==> src/rtl/fltcap_pkg.sv <==
package fltcap_pkg;

    localparam int STAT_W = 32;

    // status bit positions
    localparam int OW_BIT   = 0;
    localparam int FAV_BIT  = 1;
    localparam int KIND_LSB = 2;
    localparam int ACC_LSB  = 5;
    localparam int LVL_LSB  = 8;
    localparam int BE_BIT   = 10;
    localparam int TMO_BIT  = 11;
    localparam int UC_BIT   = 12;
    localparam int CS_BIT   = 16;

    typedef enum logic [2:0] {
        FK_NONE     = 3'd0,
        FK_BADADDR  = 3'd1,
        FK_PROT     = 3'd2,
        FK_PRIV     = 3'd3,
        FK_XLATE    = 3'd4,
        FK_BUS      = 3'd5,
        FK_INTERNAL = 3'd6,
        FK_RSVD     = 3'd7
    } flt_kind_e;

    typedef enum logic [1:0] {
        LV_CTX  = 2'd0,
        LV_TOP  = 2'd1,
        LV_MID  = 2'd2,
        LV_PAGE = 2'd3
    } walk_lvl_e;

    typedef struct packed {
        logic store;
        logic ifetch;
        logic superv;
    } acc_kind_t;

    typedef struct packed {
        flt_kind_e kind;
        acc_kind_t acc;
        walk_lvl_e lvl;
        logic      bus_err;
        logic      bus_tmo;
        logic      uncorr;
        logic      ctl_err;
        logic      addr_ok;
    } flt_event_t;

    // Build a status word from one event; the overwrite bit comes separately.
    function automatic logic [STAT_W-1:0] pack_status(flt_event_t ev, logic ow);
        logic [STAT_W-1:0] w;
        w = '0;
        w[OW_BIT]                 = ow;
        w[FAV_BIT]                = ev.addr_ok;
        w[KIND_LSB +: 3]          = ev.kind;
        w[ACC_LSB  +: 3]          = ev.acc;
        w[LVL_LSB  +: 2]          = ev.lvl;
        w[BE_BIT]                 = ev.bus_err;
        w[TMO_BIT]                = ev.bus_tmo;
        w[UC_BIT]                 = ev.uncorr;
        w[CS_BIT]                 = ev.ctl_err;
        return w;
    endfunction

endpackage

==> src/rtl/fltcap_pack.sv <==
module fltcap_pack
    import fltcap_pkg::*;
(
    input  flt_event_t        ev,
    input  logic              ow,
    output logic [STAT_W-1:0] word
);
    always_comb begin
        word = pack_status(ev, ow);
    end
endmodule

==> src/rtl/fltcap_status.sv <==
module fltcap_status
    import fltcap_pkg::*;
(
    input  logic              clk,
    input  logic              rst,
    input  logic              ev_stb,
    input  flt_event_t        ev,
    input  logic              rd_clr,
    output logic [STAT_W-1:0] stat_q
);
    logic              ow_next;
    logic [STAT_W-1:0] packed_word;

    // An unread record with a valid address is lost only if no read
    // consumes it in the same cycle.
    always_comb begin
        ow_next = stat_q[FAV_BIT] & ~rd_clr;
    end

    fltcap_pack u_pack (
        .ev   (ev),
        .ow   (ow_next),
        .word (packed_word)
    );

    always_ff @(posedge clk) begin
        if (rst) begin
            stat_q <= '0;
        end else if (ev_stb) begin
            stat_q <= packed_word;
        end else if (rd_clr) begin
            stat_q <= '0;
        end
    end
endmodule

==> src/rtl/fltcap_addr.sv <==
module fltcap_addr
    import fltcap_pkg::*;
#(
    parameter int VA_W = 32
) (
    input  logic              clk,
    input  logic              rst,
    input  logic              load,
    input  logic [VA_W-1:0]   va,
    output logic [STAT_W-1:0] addr_q
);
    localparam int PAD_W = STAT_W - VA_W;

    logic [STAT_W-1:0] va_ext;

    generate
        if (PAD_W > 0) begin : g_pad
            assign va_ext = {{PAD_W{1'b0}}, va};
        end else begin : g_full
            assign va_ext = va[STAT_W-1:0];
        end
    endgenerate

    always_ff @(posedge clk) begin
        if (rst) begin
            addr_q <= '0;
        end else if (load) begin
            addr_q <= va_ext;
        end
    end
endmodule

==> src/rtl/fault_capture.sv <==
module fault_capture
    import fltcap_pkg::*;
#(
    parameter int VA_W = 32
) (
    input  logic            clk,
    input  logic            rst,
    input  logic            flt_stb,
    input  logic [2:0]      flt_kind,
    input  logic [2:0]      flt_acc,
    input  logic [1:0]      flt_lvl,
    input  logic            flt_bus_err,
    input  logic            flt_bus_tmo,
    input  logic            flt_uncorr,
    input  logic            flt_ctl_err,
    input  logic            flt_addr_ok,
    input  logic [VA_W-1:0] flt_va,
    input  logic            rd_en,
    input  logic            rd_sel,
    output logic [31:0]     rd_data,
    output logic [31:0]     stat_word,
    output logic [31:0]     addr_word
);
    flt_event_t ev;
    logic       rd_stat;
    logic [STAT_W-1:0] stat_q;
    logic [STAT_W-1:0] addr_q;

    always_comb begin
        ev.kind    = flt_kind_e'(flt_kind);
        ev.acc     = acc_kind_t'(flt_acc);
        ev.lvl     = walk_lvl_e'(flt_lvl);
        ev.bus_err = flt_bus_err;
        ev.bus_tmo = flt_bus_tmo;
        ev.uncorr  = flt_uncorr;
        ev.ctl_err = flt_ctl_err;
        ev.addr_ok = flt_addr_ok;
        rd_stat    = rd_en & ~rd_sel;
    end

    fltcap_status u_stat (
        .clk    (clk),
        .rst    (rst),
        .ev_stb (flt_stb),
        .ev     (ev),
        .rd_clr (rd_stat),
        .stat_q (stat_q)
    );

    fltcap_addr #(.VA_W(VA_W)) u_addr (
        .clk    (clk),
        .rst    (rst),
        .load   (flt_stb & flt_addr_ok),
        .va     (flt_va),
        .addr_q (addr_q)
    );

    always_comb begin
        stat_word = stat_q;
        addr_word = addr_q;
        rd_data   = rd_sel ? addr_q : stat_q;
    end
endmodule

==> config.mk <==
export PLATFORM = sky130hd
export DESIGN_NAME = fault_capture
export DESIGN_NICKNAME = d
export VERILOG_FILES = /design/src/rtl/fltcap_pkg.sv /design/src/rtl/fltcap_pack.sv /design/src/rtl/fltcap_status.sv /design/src/rtl/fltcap_addr.sv /design/src/rtl/fault_capture.sv
export SDC_FILE = /design/constraint.sdc
export NUM_CORES = 1
export LEC_CHECK = 0
export ABC_AREA = 0
export BUFFER_PORTS_ARGS = -buffer_cell sky130_fd_sc_hd__buf_2
export CORE_UTILIZATION = 40
export CTS_CLUSTER_DIAMETER = 100
export DETAILED_ROUTE_END_ITERATION = 10
export PLACE_DENSITY_LB_ADDON = 0.08
export SLEW_MARGIN = 20
export SYNTH_ARGS = -nofsm -noshare
export SYNTH_HDL_FRONTEND = slang
export SYNTH_SLANG_ARGS = --single-unit
export TNS_END_PERCENT = 30
==> constraint.sdc <==
create_clock -name clk -period 1.25 [get_ports clk]
set_clock_uncertainty 0.1 [all_clocks]
set_input_delay 0.25 -clock clk [delete_from_list [all_inputs] [get_ports clk]]
set_output_delay 0.25 -clock clk [all_outputs]
set_load 0.02 [all_outputs]
==> impl_summary.md <==
Clock network
The H-tree was split into 2 levels. The root buffer selected by CTS is sky130_fd_sc_hd__clkbuf_8. Counting every sink on the clock net gives 46. In this run the deepest clock path goes through 2 buffers. The clock slew seen by the registers of the worst setup and hold paths is 0.09 ns. The number of hold buffers added after CTS was 0. The number of clock buffers added by TritonCTS is 5. TritonCTS built the clock tree.

Clock latency on the worst-skew pair, taken at its later pin, is 0.30 ns.

Layout
The share of the core filled with cells is 71.2%. The count of antenna diodes in the layout is 0. Of the cells placed in the final design, the portion with a size suffix greater than 1 is 64.7%.

In the layout the commonest cells are sky130_fd_sc_hd__nand2_1, sky130_fd_sc_hd__buf_2, sky130_fd_sc_hd__buf_6. From synthesis to final layout, the design area changed by 69.4%. The most frequent standard cell in the layout excluding fill and tap cells is sky130_fd_sc_hd__nand2_1. The number of inserted filler cells in the final layout is 409. After the last flow step, the layout net total stands at 454.

Worst setup path
Of all nets on the critical path, the largest fanout is 2. STA puts the critical path data arrival time at 1.04 ns. STA classifies the critical path endpoint as an output pin. Across all register-to-register paths, the minimum setup slack is 0.38 ns.

The delay of the slowest critical-path stage is 0.33 ns. The capturing point of the worst reg2reg path is u_stat.stat_q[0]. The number of cells on the worst reg-to-reg path is 3. The worst setup path is launched from a register.

The data required time at the worst endpoint is 0.90 ns. For this design, the slowest cell found on the critical path is sky130_fd_sc_hd__dfxtp_2. The cell type group with the largest total delay on the critical path is flip-flops. The number of stages on the worst setup path is 2.

The startpoint of the worst-slack reg-to-reg timing path is u_stat.stat_q[0]. The critical path goes through mux2_2 > buf_6. Together, buffers and inverters on the worst path number 1. The kind of critical path is reg2out.

Route
Using the TritonRoute via totals, the vias-per-cell ratio works out to 4.68. The average routed wire per standard cell is 13.4 µm. After detailed routing, the number of remaining DRC violations is 0. The number of DRC markers after the initial detailed-route iteration is 70.

For this block, the via count after detailed routing is 2,224. The number of iterations in the first detailed-routing pass is 3. Wires add up to 6360 µm. The post-detailed-route count of antenna-violating nets is 0.

Floorplan
The die is 75.5 µm tall. The floorplan has 26 rows. The core region is 5140 µm². The initial core utilization is 42.0%. The top-level I/O count is 146. The die covers 5700 µm².

In this run the horizontal extent of the chip is 75.5 µm.

Power and ir drop
The maximum resistive drop on vdd is 0.661 mV. The power density over cell area is 942 nW/µm². In this run the static leakage power is 1.74 nW.

Run status
The flow ran to the end, but the final reports show violations. The checks that failed: setup timing.

Worst hold path
Counting instances, the worst hold path has a depth of 3. The origin of the worst min-delay path is flt_va[14]. The worst hold path endpoint is u_addr.addr_q[14]. The classification of the worst-slack hold path is in2reg.

Timing
The max-slew violation count came to 0. Subtracting the final worst setup slack from the clock period gives 1.39 ns. The total negative slack is -1.99 ns.

Setup violations remaining at the end of the flow were counted as 20. The final critical-path setup slack is -0.144 ns. Setup repair after global routing could not meet its margin everywhere. The highest clock rate is 0.717 GHz. The number of hold violations in the final report is 0. Of the available clock period, the critical path in the final layout requires 112%.

Yosys
In this run, synthesis produced a sequential element count of 46. The cell area that synthesis handed to floorplanning was 2160 µm². Synthesis produced a netlist whose cell count is 256. The sequential element share of the synthesized area is 42.6%. The number of different library cells in the post-synthesis netlist is 18.

Averaged over all synthesized cells, the footprint is 8.44 µm². The total of warnings raised by yosys is 0.

Place
In this run the tool buffered the top-level ports with 127 buffer cells. Detailed placement finished with a half-perimeter wire length of 3890 µm. At the end of routability-driven placement, the weighted congestion stood at 0.738.

Flow run
Max-cap violations in this run came to 0.

GRT
Entering global routing, the biggest net connects 27 pins. Global routing consumed, over all layers together, 21.3% of the routing resources. The total congestion overflow is 0. The first-pass GRT wire length is 8980 µm. The number of antenna violations at the first check in global routing is 0. The via count of the first global-routing pass is 1,939.
## final cells by class
class                           instances  area, µm²  share of cell area, %
Timing Repair Buffer                  161       1400                   38.2
Inverter                                1       3.75                  0.103
Clock inverter                          1       5.00                  0.137
Clock buffer                            7       86.3                   2.36
Tap cell                               70       87.6                   2.39
Sequential cell                        46        977                   26.7
Multi-Input combinational cell        189       1100                   30.1
## power by group
part,leakage (nW),switching [W],internal [W]
registers,0.395,0.0000495,0.00155
logic,1.29,0.000458,0.000434
clock network,0.0482,0.000507,0.000447
## cells by family (layout without fill, tap and decap cells)
group           after synthesis  after routing  share of synthesized area (%)
compound gates               45             45                           13.2
buf+inv                      38            170                           12.2
flops                        46             46                           42.6
mux                          15             15                           7.76
other cells                   1             18                          0.174
simple gates                111            111                           24.0
## sequential cells by signal (all words and copies together), names as in the netlist
register / count
u_stat.stat_q: 14
u_addr.addr_q: 32
## metal layers
layer	global-route usage [%]	vias to the layer above	share of wire (%)
met5	0	-	0
met4	8.64	0	1.6
met1	26.6	1046	43
li1	-	1086	-
met2	35.6	82	50
met3	4.63	10	5.6
## through the flow
stage                     total power [W]  hold slack (ns)  std cells  area (µm²)  setup slack, ns
after floorplan                   0.00208            0.286        273        2220           0.0579
after global routing              0.00361           0.0652        475        3660           -0.175
after global placement            0.00229            0.350        446        2870           -0.131
final                             0.00344           0.0660        475        3660           -0.144
after CTS                         0.00337           0.0591        471        3370           -0.144
after detailed placement          0.00230            0.355        446        2870           -0.125
## how the worst max path moves through the flow
stage | start | end | slack (ns)
6_report | u_stat.stat_q[7] | rd_data[7] | -0.14
4_1_cts | u_addr.addr_q[4] | rd_data[4] | -0.14
3_3_place_gp | rd_sel | rd_data[8] | -0.13
3_5_place_dp | rd_sel | rd_data[10] | -0.13
2_1_floorplan | rd_sel | rd_data[10] | 0.06
5_1_grt | u_addr.addr_q[0] | rd_data[0] | -0.18
## worst reg2reg max path, delay by kind of cell (launching register included)
family / cells / cell delay (ns)
DFF: 1 / 0.33
buffers and inverters: 1 / 0.14
muxes: 1 / 0.12
and+or+nand+nor: 1 / 0.06
## synthesized netlist by cell type
master,count,area (µm²)
sky130_fd_sc_hd__nand2_1,77,289
sky130_fd_sc_hd__dfxtp_1,46,921
sky130_fd_sc_hd__a21oi_1,29,145
sky130_fd_sc_hd__and2_1,19,119
sky130_fd_sc_hd__buf_4,19,143
sky130_fd_sc_hd__a21oi_2,16,140
sky130_fd_sc_hd__mux2_2,14,158
sky130_fd_sc_hd__nand3b_1,13,97.6
sky130_fd_sc_hd__buf_2,8,40.0
sky130_fd_sc_hd__buf_6,5,56.3
sky130_fd_sc_hd__buf_1,2,7.51
sky130_fd_sc_hd__clkbuf_1,2,7.51
sky130_fd_sc_hd__clkbuf_2,1,5.00
sky130_fd_sc_hd__conb_1,1,3.75
sky130_fd_sc_hd__inv_2,1,3.75
sky130_fd_sc_hd__mux2i_1,1,10.0
sky130_fd_sc_hd__nand2b_2,1,8.76
sky130_fd_sc_hd__nor3_1,1,5.00
## what timing repair did
action	in CTS	in global routing
setup endpoints to repair	34	51
gates resized for setup	109	83
buffers inserted	17	3
cloned	0	1
hold endpoints to repair	0	0
Power figures use the tool's default switching activity.
